==> src/rtl/btn_hid_pkg.sv <==
package btn_hid_pkg;

    localparam int NUM_BTN  = 4;
    localparam int BTN_VUP  = 0;
    localparam int BTN_VDN  = 1;
    localparam int BTN_PMUT = 2;
    localparam int BTN_RMUT = 3;

    typedef struct packed {
        logic [7:0] odd_byte;
        logic [7:0] even_byte;
        logic [7:0] status;
    } hid_report_t;

    function automatic logic [7:0] status_of(input logic [NUM_BTN-1:0] held);
        logic [7:0] s;
        s = '0;
        s[NUM_BTN-1:0] = held;
        return s;
    endfunction

    function automatic hid_report_t pack_report(input logic [NUM_BTN-1:0] held,
                                                input logic [7:0] ev,
                                                input logic [7:0] od);
        hid_report_t r;
        r.status    = status_of(held);
        r.even_byte = ev;
        r.odd_byte  = od;
        return r;
    endfunction

endpackage

==> src/rtl/btn_debounce.sv <==
module btn_debounce #(
    parameter int DEBOUNCE_MS = 64
) (
    input  logic clk,
    input  logic rst,
    input  logic ms_tick,
    input  logic raw_n,
    output logic held,
    output logic press_p,
    output logic release_p
);
    localparam int CW = $clog2(DEBOUNCE_MS + 1);

    logic [1:0]    sync_q;
    logic [CW-1:0] cnt_q;

    always_ff @(posedge clk) begin
        if (rst) begin
            sync_q    <= '0;
            cnt_q     <= '0;
            held      <= 1'b0;
            press_p   <= 1'b0;
            release_p <= 1'b0;
        end else begin
            sync_q    <= {sync_q[0], ~raw_n};
            press_p   <= 1'b0;
            release_p <= 1'b0;
            if (sync_q[1] == held) begin
                cnt_q <= '0;
            end else if (ms_tick) begin
                if (cnt_q == CW'(DEBOUNCE_MS - 1)) begin
                    cnt_q     <= '0;
                    held      <= sync_q[1];
                    press_p   <= sync_q[1];
                    release_p <= ~sync_q[1];
                end else begin
                    cnt_q <= cnt_q + 1'b1;
                end
            end
        end
    end
endmodule

==> src/rtl/hid_report_builder.sv <==
module hid_report_builder
    import btn_hid_pkg::*;
(
    input  logic               clk,
    input  logic               rst,
    input  logic [NUM_BTN-1:0] held,
    input  logic               btn_evt,
    input  logic               wr_en,
    input  logic               wr_odd,
    input  logic [7:0]         wr_data,
    input  logic               poll,
    output logic               pending,
    output hid_report_t        report
);
    logic [7:0] even_q, odd_q, even_n, odd_n;
    logic       evt;

    always_comb begin
        even_n = (wr_en && !wr_odd) ? wr_data : even_q;
        odd_n  = (wr_en &&  wr_odd) ? wr_data : odd_q;
        evt    = btn_evt | wr_en;
    end

    always_ff @(posedge clk) begin
        if (rst) begin
            even_q  <= '0;
            odd_q   <= '0;
            pending <= 1'b0;
            report  <= '0;
        end else begin
            even_q <= even_n;
            odd_q  <= odd_n;
            if (evt) begin
                pending <= 1'b1;
                report  <= pack_report(held, even_n, odd_n);
            end else if (poll) begin
                pending <= 1'b0;
            end
        end
    end
endmodule

==> src/rtl/led_blinker.sv <==
module led_blinker #(
    parameter int HALF_MS = 128
) (
    input  logic clk,
    input  logic rst,
    input  logic ms_tick,
    input  logic active,
    output logic led
);
    localparam int CW = $clog2(HALF_MS + 1);
    logic [CW-1:0] cnt_q;

    always_ff @(posedge clk) begin
        if (rst || !active) begin
            cnt_q <= '0;
            led   <= 1'b0;
        end else if (ms_tick) begin
            if (cnt_q == CW'(HALF_MS - 1)) begin
                cnt_q <= '0;
                led   <= ~led;
            end else begin
                cnt_q <= cnt_q + 1'b1;
            end
        end
    end
endmodule

==> src/rtl/btn_hid_reporter.sv <==
module btn_hid_reporter
    import btn_hid_pkg::*;
#(
    parameter int DEBOUNCE_MS   = 64,
    parameter int BLINK_HALF_MS = 128
) (
    input  logic               clk,
    input  logic               rst,
    input  logic               ms_tick,
    input  logic [NUM_BTN-1:0] btn_n,
    input  logic               reg_wr_en,
    input  logic               reg_wr_odd,
    input  logic [7:0]         reg_wr_data,
    input  logic               host_poll,
    input  logic               suspended,
    input  logic               stream_active,
    output logic               rpt_pending,
    output logic [23:0]        rpt_data,
    output logic               rec_mute_led,
    output logic               act_led,
    output logic               wake_req
);
    logic [NUM_BTN-1:0] held, press_p, release_p;
    logic               any_press, any_edge;
    hid_report_t        report;

    for (genvar i = 0; i < NUM_BTN; i++) begin : g_btn
        btn_debounce #(.DEBOUNCE_MS(DEBOUNCE_MS)) u_deb (
            .clk       (clk),
            .rst       (rst),
            .ms_tick   (ms_tick),
            .raw_n     (btn_n[i]),
            .held      (held[i]),
            .press_p   (press_p[i]),
            .release_p (release_p[i])
        );
    end

    assign any_press = |press_p;
    assign any_edge  = |(press_p | release_p);

    hid_report_builder u_rpt (
        .clk     (clk),
        .rst     (rst),
        .held    (held),
        .btn_evt (any_edge),
        .wr_en   (reg_wr_en),
        .wr_odd  (reg_wr_odd),
        .wr_data (reg_wr_data),
        .poll    (host_poll),
        .pending (rpt_pending),
        .report  (report)
    );
    assign rpt_data = report;

    led_blinker #(.HALF_MS(BLINK_HALF_MS)) u_blink (
        .clk     (clk),
        .rst     (rst),
        .ms_tick (ms_tick),
        .active  (stream_active),
        .led     (act_led)
    );

    always_ff @(posedge clk) begin
        if (rst) begin
            rec_mute_led <= 1'b0;
            wake_req     <= 1'b0;
        end else begin
            if (press_p[BTN_RMUT])
                rec_mute_led <= ~rec_mute_led;
            wake_req <= suspended & (wake_req | any_press);
        end
    end
endmodule

==> config.mk <==
export PLATFORM = sky130hd
export DESIGN_NAME = btn_hid_reporter
export DESIGN_NICKNAME = d
export VERILOG_FILES = /design/src/rtl/btn_hid_pkg.sv /design/src/rtl/btn_debounce.sv /design/src/rtl/hid_report_builder.sv /design/src/rtl/led_blinker.sv /design/src/rtl/btn_hid_reporter.sv
export SDC_FILE = /design/constraint.sdc
export NUM_CORES = 1
export LEC_CHECK = 0
export BUFFER_PORTS_ARGS = -buffer_cell sky130_fd_sc_hd__buf_2
export CORE_ASPECT_RATIO = 1.5
export CORE_UTILIZATION = 51
export DETAILED_ROUTE_END_ITERATION = 8
export PLACE_DENSITY = 0.72
export REMOVE_ABC_BUFFERS = 1
export SLEW_MARGIN = 20
export SYNTH_ARGS = -nofsm -noshare
export SYNTH_HDL_FRONTEND = slang
export SYNTH_SLANG_ARGS = --single-unit
==> constraint.sdc <==
create_clock -name clk -period 1.9 [get_ports clk]
set_clock_uncertainty 0.1 [all_clocks]
set_input_delay 0.19 -clock clk [delete_from_list [all_inputs] [get_ports clk]]
set_output_delay 0.19 -clock clk [all_outputs]
set_load 0.1 [all_outputs]
==> results.py, run 1 <==
metrics = {
    "synthesis": {
        "synth_simple_gate_area_share_pct": 25.6,
        "yosysSeqAreaShare_pct": 51.4,
        "syn_inst": 382,
        "yosys-top-cells-area": "dfxtp_1 51%, mux2i_1 5.1%, nor2_1 4.7%",
        "yosys_most_used_dff": "dfxtp_1",
        "synthMuxAreaShare_pct": 5.09,
        "synth_cell_types": 36,
        "netlist_area_um2": 3740,
        "synth_xor_xnor_area_share_pct": 5.86,
        "synth_edf_count": 0,
        "yosysWarnings": 0,
        "synth_top_area_share_pct": 51.4,
        "synthAdderAreaFrac_pct": 1.67,
        "yosysMostFrequentCell": "dfxtp_1",
        "yosys-top-cells-count": "96 x dfxtp_1, 47 x nor2_1, 23 x nand2_1, 22 x a21oi_1",
        "synth_top_family_by_area": "simple AND/OR/NAND/NOR gates",
        "synthArstFlopShare_pct": 0,
        "ys_ff_latch": 96,
        "avgSynthCellArea_um2": 9.79,
        "netlist.top_cell.by_area": "dfxtp_1",
        "synth_compound_gate_area_share_pct": 6.56,
    },
    "floorplan": {
        "die_w_um": 71.9,
        "core_um2": 6990,
        "die_h_um": 107,
        "fp-row-count": 37,
        "start_util_pct": 53.5,
        "die_area_um2": 7680,
        "io_pins": 48,
    },
    "pwr": {
        "leakage_nw": 1.88,
        "power_density_nw_per_um2": 855,
        "max-vdd-ir-drop_v": 0.000385,
    },
    "grt": {
        "grt_pass1_wl_um": 11000,
        "grt_max_degree": 22,
        "use_met3_pct": 4.51,
        "top_usage_layer": "met2",
        "met1_usage_pct": 21.4,
        "grt_antenna_before_repair": 0,
        "grt_overflow": 0,
        "first_global_vias": 2523,
        "use_met2_pct": 32.2,
        "grtUsageTotal_pct": 18.4,
    },
    "job": {
        "maxCapViolations": 0,
    },
    "drt": {
        "drt-initial-drc-count": 79,
        "wl_um": 6820,
        "drc": 0,
        "first_pass_iters": 4,
        "ant_nets": 0,
        "via_per_inst": 5.07,
        "via_count": 2708,
        "wl_per_cell_um": 12.8,
    },
    "place": {
        "portBuffers": 43,
        "dp_cells": 511,
        "dp_hpwl_um": 4680,
        "place_congestion": 0.831,
    },
    "worst_setup_path": {
        "start_kind": "register",
        "cp-endpoint": "u_rpt.report[23]",
        "cp_top_family": "simple AND/OR/NAND/NOR gates",
        "rr_startpoint": "g_btn[3].u_deb.press_p",
        "worst-path-buf-inv": 1,
        "cp-end-kind": "register",
        "r2r-end": "u_rpt.report[23]",
        "rrSetupSlack_ns": 0.02,
        "path_depth": 5,
        "cp.arrival_ns": 2.08,
        "critPathLaunch": "g_btn[3].u_deb.press_p",
        "required_ns": 2.10,
        "crit_path_max_incr_delay_ns": 0.54,
        "ff2ff_path_depth": 5,
        "path_class": "register to register",
        "cp_max_fo": 10,
        "cp_cell_sequence": "or4_4 > or3_4 > buf_12 > nor3b_1 > a21o_1",
        "crit_slowest_cell": "or4_4",
    },
    "cells_and_area": {
        "area_growth_pct": 17.6,
        "num-nets-final": 457,
        "layout-drive-gt1-share_pct": 20.6,
        "fin_util_pct": 62.9,
        "antennaDiodeCount": 0,
        "seq_area_um2": 1920,
        "fillers": 588,
        "multi_input_area_um2": 1730,
        "fin_cells": 534,
    },
    "cts": {
        "cts_tree": "yes",
        "cts_buffer_depth": 2,
        "htreeDepth": 3,
        "postCtsSetupBuffers": 0,
        "numCtsBuffers": 9,
        "clk_pin_slew_ns": 0.09,
        "cts_root_buf": "clkbuf_8",
        "clkLatencyLatePin_ns": 0.35,
        "clock_sinks": 96,
    },
    "sta": {
        "fin_crit_sh_pct": 98.9,
        "finalMaxSlewViolations": 0,
        "period_needed_ns": 1.88,
        "fmax_mhz": 532,
        "setup_violations": 0,
        "hold_viol_final": 0,
        "rsz0062_at_grt": "yes",
    },
    "hold_path": {
        "hold_class": "input pin to register",
        "hp-start": "reg_wr_data[3]",
    },
    "run_status": {
        "status": "finished clean",
    },
}
[worst reg2reg max path, cell delays in order, from the launching register on]
cell and delay (ns):
dfxtp_1 0.34, or4_4 0.54, or3_4 0.40, buf_12 0.18, nor3b_1 0.18, a21o_1 0.10
[area by class of cell]
type,count,area share (%)
clock buffers,12,3.30
clock inverters,4,1.22
inverters,2,0.171
multi-input cells,263,39.3
flip-flops and latches,96,43.7
well taps,97,2.76
repair buffers,60,9.51
[timing repair]
action,CTS,global route
endpoints found under the setup margin,21,17
pin swaps,1,0
hold buffers,5,0
gates cloned,1,1
endpoints found under the hold margin,5,0
gates resized for setup,5,4
[sequential cells by signal, indices dropped and copies added (netlist names)]
signal / count
u_rpt.pending: 1
g_btn.u_deb.sync_q: 8
rec_mute_led: 1
g_btn.u_deb.release_p: 4
g_btn.u_deb.press_p: 4
u_rpt.report: 20
g_btn.u_deb.held: 4
g_btn.u_deb.cnt_q: 28
wake_req: 1
u_rpt.odd_q: 8
u_rpt.even_q: 8
u_blink.led: 1
u_blink.cnt_q: 8
[worst min path at each step]
stage / endpoint / cells past startpoint / slack (ns)
global route: u_rpt.odd_q[3] / 3 / 0.03
floorplan: g_btn[0].u_deb.sync_q[0] / 1 / 0.16
detailed placement: g_btn[2].u_deb.sync_q[0] / 2 / 0.24
global placement: g_btn[0].u_deb.sync_q[0] / 2 / 0.24
finish: u_rpt.odd_q[3] / 3 / 0.03
CTS: u_rpt.pending / 4 / 0.01
[layer usage]
| metal | up-vias | part of all wire, % |
|---|---|---|
| li1 | 1404 | - |
| met1 | 1251 | 45 |
| met2 | 45 | 50 |
| met3 | 8 | 3.2 |
| met4 | 0 | 1.5 |
| met5 | - | 0 |
[kinds of logic after synthesis]
| group | Yosys count |
|---|---|
| AOI/OAI and AO/OA | 41 |
| xor gates and xnor gates | 25 |
| adders and majority gates | 5 |
| buffers and inverters | 26 |
| DFF | 96 |
| muxes | 19 |
| other | 1 |
| and+or+nand+nor | 169 |
[power breakdown]
part	leakage (nW)	switching [mW]	internal, mW	total, mW
clock	0.0928	0.669	0.648	1.32
combinational	1.01	0.264	0.109	0.372
sequential	0.779	0.0171	2.05	2.07
total	1.88	0.949	2.81	3.76
[per-stage QoR]
| step | instance area [µm²] | power (mW) | hold slack [ns] | setup WS, ns | TNS, ns |
|---|---|---|---|---|---|
| 3_3_place_gp | 4050 | 2.46 | 0.241 | 0.0295 | 0 |
| 5_1_grt | 4400 | 3.90 | 0.0305 | -0.0320 | -0.440 |
| 6_report | 4400 | 3.76 | 0.0320 | 0.0213 | 0 |
| 2_1_floorplan | 3620 | 2.35 | 0.157 | -0.293 | -5.52 |
| 3_5_place_dp | 4050 | 2.46 | 0.244 | -0.0717 | -0.621 |
| 4_1_cts | 4350 | 3.79 | 0.0138 | 0.00146 | 0 |
[layout by cell type (no fill, tap or decap), drive strengths merged, types with 3 or more instances in the layout]
master        n
nand3        19
nor2         47
xor2         19
xnor2         6
or3b          3
buf          54
a21oi        22
mux2i        19
nand4        12
o21ai         3
nor3          9
nand2        23
dfxtp        96
ha            5
nor4bb        3
conb          4
nor2b         5
dlygate4sd3   5
clkbuf       13
and3          6
a21o         16
nor3b        24
nand3b        3
nand2b        6
(Power assumes the default switching activity.)
==> run 2: changes to the inputs <==
PLACE_DENSITY = 0.82   (was 0.72)
==> run 2 against run 1 <==
  * Hold slack gained 0.0014 ns
  * Critical path depth stayed put
  * Non-clock buffer count shrank 2
  * Clock power increased by 19%
  * Routed wire length grew 3.4%
  * Die area unchanged
  * Setup slack got worse by 0.0053 ns
  * Largest cell class unchanged
  * Sequential cell count is the same
==> results.py, run 2 (same netlist as run 1, synthesis figures left out) <==
metrics = {
    "sta": {
        "rsz0062_at_grt": "yes",
        "fmax_mhz": 531,
        "whs_ns": 0.0333,
        "fin_ws_ns": 0.0160,
        "tns_ns": 0,
        "finalMaxSlewViolations": 0,
        "fin_crit_sh_pct": 99.2,
        "hold_viol_final": 0,
        "period_needed_ns": 1.88,
        "setup_violations": 0,
    },
    "cells_and_area": {
        "fin_util_pct": 63.2,
        "regMostFlops": "g_btn.u_deb.cnt_q",
        "area_growth_pct": 18.2,
        "reg.largest.list": "g_btn.u_deb.cnt_q (28), u_rpt.report (20)",
        "num-nets-final": 455,
        "layout_commonest_cell": "dfxtp_1",
        "final_cell_mix": "96 x dfxtp_1, 47 x nor2_1, 43 x buf_2, 23 x nand2_1, 22 x a21oi_1",
        "layout-drive-gt1-share_pct": 20.9,
        "fin_cells": 532,
        "design_area_um2": 4420,
        "antennaDiodeCount": 0,
        "largest_register_ffs": 28,
    },
    "grt": {
        "grtUsageTotal_pct": 19.8,
        "grt_overflow": 0,
        "grt_antenna_before_repair": 0,
        "first_global_vias": 2760,
        "grt_pass1_wl_um": 12000,
        "grt_max_degree": 42,
    },
    "pwr": {
        "p_comb_share_pct": 9.2,
        "power.share.clock_pct": 39.1,
        "p_total_mw": 4.01,
        "power_density_nw_per_um2": 906,
        "switching_share_pct": 24.3,
        "p_seq_share_pct": 51.7,
        "p_int_mw": 3.03,
        "max-vdd-ir-drop_v": 0.000541,
        "p_sw_mw": 0.973,
        "leakage_nw": 1.89,
    },
    "floorplan": {
        "fp-row-count": 37,
        "die_w_um": 71.9,
        "io_pins": 48,
        "die_h_um": 107,
        "core_um2": 6990,
        "die_area_um2": 7680,
        "start_util_pct": 53.5,
    },
    "cts": {
        "htreeDepth": 3,
        "clkLatencyLatePin_ns": 0.35,
        "cts_buffer_depth": 2,
        "cts_root_buf": "clkbuf_8",
        "clk_pin_slew_ns": 0.09,
        "cts_tree": "yes",
        "numCtsBuffers": 9,
        "clock_sinks": 96,
    },
    "drt": {
        "drt-initial-drc-count": 126,
        "first_pass_iters": 5,
        "via_per_inst": 5.23,
        "via_count": 2782,
        "ant_nets": 0,
        "drc": 0,
        "wl_per_cell_um": 13.3,
        "wl_um": 7050,
    },
    "worst_setup_path": {
        "path_class": "register to register",
        "cp_max_fo": 18,
        "start_kind": "register",
        "required_ns": 2.10,
        "cp-end-kind": "register",
        "rrSetupSlack_ns": 0.02,
        "cp.arrival_ns": 2.08,
    },
    "place": {
        "dp_cells": 511,
        "place_area_um2": 4050,
        "portBuffers": 43,
        "dp_hpwl_um": 4840,
        "place_congestion": 0.815,
        "place_ws_ns": -0.00599,
    },
    "run_status": {
        "status": "finished clean",
    },
    "hold_path": {
        "hold_class": "input pin to register",
    },
    "job": {
        "maxCapViolations": 0,
    },
}
-- run 2: cell types whose count changed in the layout (fill, tap and decap cells not counted), sizes merged --
cell / previous run / this run
buf: 54 / 53
bufinv: 1 / 3
clkbuf: 13 / 9
clkinv: 1 / 3
clkinvlp: 2 / 1
-- run 2: what timing repair did --
item	4_1_cts	5_1_grt
gates resized for setup	3	12
endpoints found under the setup margin	10	17
pin swaps	0	1
buffers inserted	0	0
hold buffers	5	0
endpoints found under the hold margin	5	0
-- run 2: path summary, 6_finish.rpt --
kind / cells past startpoint / end / start
setup / recovery: 5 / u_rpt.report[16] / g_btn[0].u_deb.release_p
hold / removal: 4 / u_rpt.pending / host_poll
setup reg to reg: 5 / u_rpt.report[16] / g_btn[0].u_deb.release_p
hold reg to reg: 1 / g_btn[0].u_deb.sync_q[1] / g_btn[0].u_deb.sync_q[0]
-- run 2: layout make-up --
| cell class | count | area, µm² |
|---|---|---|
| Clock buffer | 9 | 124 |
| Clock inverter | 7 | 120 |
| Fill cell | 556 | 2570 |
| Inverter | 2 | 7.51 |
| Multi-Input combinational cell | 263 | 1730 |
| Sequential cell | 96 | 1920 |
| Tap cell | 97 | 121 |
| Timing Repair Buffer | 58 | 390 |
-- run 2: layer usage --
metal,global-route usage (%),vias up,share of wire (%)
met5,0,-,0
met4,6.30,0,0.44
met3,6.11,2,4.5
met2,35.2,65,53
met1,22.3,1316,42
li1,-,1399,-
-- run 2: critical path, cell delays in order, from the launching register on --
cell     delay (ns)
dfxtp_1        0.32
or4_1          0.53
or3_4          0.42
buf_12         0.17
nor3b_2        0.19
a21o_1         0.10
-- run 2: power by group through the flow --
stage | Combinational (mW) | Clock, mW | Sequential [mW]
2_1_floorplan | 0.126 | 0 | 2.22
3_3_place_gp | 0.339 | 0 | 2.12
3_5_place_dp | 0.345 | 0 | 2.12
4_1_cts | 0.357 | 1.60 | 2.07
5_1_grt | 0.389 | 1.69 | 2.08
6_report | 0.367 | 1.57 | 2.07
==> run 3: changes to the inputs <==
CORE_ASPECT_RATIO = 0.75   (was 1.5)
SYNTH_HIERARCHICAL = 1   (was default)
==> run 3 against run 2 <==
  * First-iteration DRC count down 4.8%
  * Hold slack worse by 0.019 ns
  * Synthesized cell count up 0.52%
  * Sequential power about the same
  * Final cell count up 0.38%
  * Cell area down 2.2%
  * Die area up 1.2%
  * Register-to-register slack better by 0.21 ns
  * Combinational power up 22%
  * Setup slack better by 0.21 ns
  * Critical endpoint is now u_rpt/report[17]
  * Largest cell class unchanged
  * Largest power group unchanged
==> results.py, run 3 <==
metrics = {
    "run_status": {
        "status": "finished clean",
    },
    "cts": {
        "cts_resized": 0,
        "clk_pin_slew_ns": 0.09,
        "clkLatencyLatePin_ns": 0.36,
        "clock_sinks": 96,
        "htreeDepth": 3,
        "cts_tree": "yes",
        "cts_root_buf": "clkbuf_8",
        "numCtsBuffers": 9,
        "cts_buffer_depth": 2,
    },
    "floorplan": {
        "die_area_um2": 7770,
        "start_util_pct": 54.1,
        "die_h_um": 76.6,
        "die_w_um": 101,
        "core_um2": 6990,
        "fp-row-count": 26,
        "io_pins": 48,
    },
    "cells_and_area": {
        "multi_input_area_um2": 1710,
        "regMostFlops": "g_btn.u_deb/cnt_q",
        "area_growth_pct": 14.2,
        "layout_commonest_cell": "dfxtp_1",
        "fillers": 584,
        "layout-drive-gt1-share_pct": 20.2,
        "seq_area_um2": 1920,
        "antennaDiodeCount": 0,
        "num-nets-final": 456,
        "reg.largest.list": "g_btn.u_deb/cnt_q (28), u_rpt/report (20)",
        "final_cell_mix": "96 x dfxtp_1, 67 x nor2_1, 43 x buf_2, 24 x nand2_1, 21 x mux2i_1",
        "fin_cells": 534,
        "largest_register_ffs": 28,
    },
    "synthesis": {
        "synth_simple_gate_area_share_pct": 22.3,
        "yosys_most_used_dff": "dfxtp_1",
        "synthArstFlopShare_pct": 0,
        "synth_edf_count": 0,
        "synth_xor_xnor_area_share_pct": 5.79,
        "yosysWarnings": 6,
        "synth_top_family_by_area": "simple AND/OR/NAND/NOR gates",
        "synthMuxAreaShare_pct": 5.55,
        "synthAdderAreaFrac_pct": 1.65,
        "netlist.top_cell.by_area": "dfxtp_1",
        "netlist_area_um2": 3780,
        "yosysMostFrequentCell": "dfxtp_1",
        "yosys-top-cells-count": "96 x dfxtp_1, 67 x nor2_1, 24 x nand2_1, 21 x mux2i_1, 19 x xor2_1",
        "avgSynthCellArea_um2": 9.86,
        "synth_top_area_share_pct": 50.8,
        "synth_cell_types": 35,
        "synth_compound_gate_area_share_pct": 9.59,
        "yosysSeqAreaShare_pct": 50.8,
        "ys_ff_latch": 96,
        "syn_inst": 384,
        "yosys-top-cells-area": "dfxtp_1 51%, nor2_1 6.6%, mux2i_1 5.6%",
    },
    "place": {
        "dp_hpwl_um": 5040,
        "dp_cells": 513,
        "place_ws_ns": 0.264,
        "place_congestion": 0.812,
        "portBuffers": 43,
    },
    "drt": {
        "first_pass_iters": 4,
        "drt-initial-drc-count": 120,
        "via_count": 2797,
        "wl_per_cell_um": 13.6,
        "via_per_inst": 5.24,
        "ant_nets": 0,
        "wl_um": 7270,
        "drc": 0,
    },
    "worst_setup_path": {
        "r2r-end": "u_rpt/report[17]",
        "cp-end-kind": "register",
        "cp_max_fo": 34,
        "path_class": "register to register",
        "cp-endpoint": "u_rpt/report[17]",
        "rrSetupSlack_ns": 0.23,
        "rr_startpoint": "g_btn[3].u_deb/press_p",
        "cp.arrival_ns": 1.82,
        "required_ns": 2.04,
        "start_kind": "register",
        "critPathLaunch": "g_btn[3].u_deb/press_p",
        "ff2ff_path_depth": 6,
    },
    "sta": {
        "fmax_mhz": 597,
        "tns_ns": 0,
        "tightest_slew_ns": 0.580,
        "period_needed_ns": 1.67,
        "whs_ns": 0.0140,
        "setup_violations": 0,
        "rsz0062_at_grt": "no",
        "fin_ws_ns": 0.225,
        "finalMaxSlewViolations": 0,
        "fin_crit_sh_pct": 88.1,
        "hold_viol_final": 0,
        "max_slew_margin_pct": 61.3,
    },
    "pwr": {
        "max-vdd-ir-drop_v": 0.000486,
        "power_density_nw_per_um2": 922,
        "switching_share_pct": 26.2,
        "p_sw_mw": 1.04,
        "p_total_mw": 3.99,
        "leakage_nw": 1.78,
        "p_int_mw": 2.94,
        "power.share.clock_pct": 36.4,
        "p_comb_share_pct": 11.2,
        "p_seq_share_pct": 52.3,
    },
    "grt": {
        "grtUsageTotal_pct": 20.7,
        "grt_overflow": 0,
        "first_global_vias": 2768,
        "grt_antenna_before_repair": 0,
        "grt_pass1_wl_um": 12600,
        "grt_max_degree": 35,
    },
    "hold_path": {
        "hold_class": "input pin to register",
    },
    "job": {
        "maxCapViolations": 0,
    },
}
[run 3: cells by family (layout without fill, tap and decap cells)]
family | count (synthesis) | count (layout)
other | 1 | 4
adders and majority gates | 5 | 5
muxes | 21 | 21
buffers and inverters | 26 | 75
xor gates and xnor gates | 25 | 25
and+or+nand+nor | 163 | 163
AOI/OAI and AO/OA | 47 | 47
DFF | 96 | 96
[run 3: worst min path at each step]
stage              start  slack [ns]  cells after the start                  endpoint
2_1_floorplan        rst        0.15                      1          u_rpt/report[10]
3_3_place_gp    btn_n[3]        0.24                      2  g_btn[3].u_deb/sync_q[0]
3_5_place_dp    btn_n[2]        0.25                      2  g_btn[2].u_deb/sync_q[0]
4_1_cts        host_poll       0.002                      3             u_rpt/pending
5_1_grt        host_poll        0.01                      3             u_rpt/pending
6_report       host_poll        0.01                      3             u_rpt/pending
[run 3: final cells by class]
cell class	instances	share of cell area (%)
flip-flops and latches	96	44.5
multi-input cells	265	39.7
repair buffers	54	7.47
clock buffers	11	3.27
well taps	98	2.84
clock inverters	5	1.85
inverters	5	0.434
[run 3: what timing repair did]
action                                 4_1_cts  5_1_grt
endpoints found under the hold margin        5        0
hold buffers                                 5        0
buffers inserted                             0        0
[run 3: per-layer routing]
metal  GRT usage [%]  part of all wire (%)
met5               0                     0
met4            6.52                   1.4
met3            6.70                   3.3
met2            34.2                    50
met1            25.3                    45
[run 3: power groups by stage]
stage | Combinational (mW) | Sequential (mW) | Clock (mW)
finish | 0.448 | 2.09 | 1.45
global route | 0.474 | 2.09 | 1.57
CTS | 0.448 | 2.09 | 1.49
detailed placement | 0.439 | 2.13 | 0
global placement | 0.431 | 2.13 | 0
floorplan | 0.156 | 2.30 | 0
[run 3: stage by stage]
| step | util [%] | area (µm²) |
|---|---|---|
| final | 61.8 | 4320 |
| after global routing | 61.8 | 4320 |
| after CTS | 61.8 | 4320 |
| after detailed placement | 57.9 | 4050 |
| after global placement | 57.9 | 4050 |
| after floorplan | - | 3650 |
[run 3: critical path, stage by stage, from the launching register on]
cell	delay, ns
dfxtp_1	0.35
nor4_4	0.29
nand2_1	0.11
or2_1	0.29
buf_12	0.20
nor2_1	0.15
a211oi_2	0.06
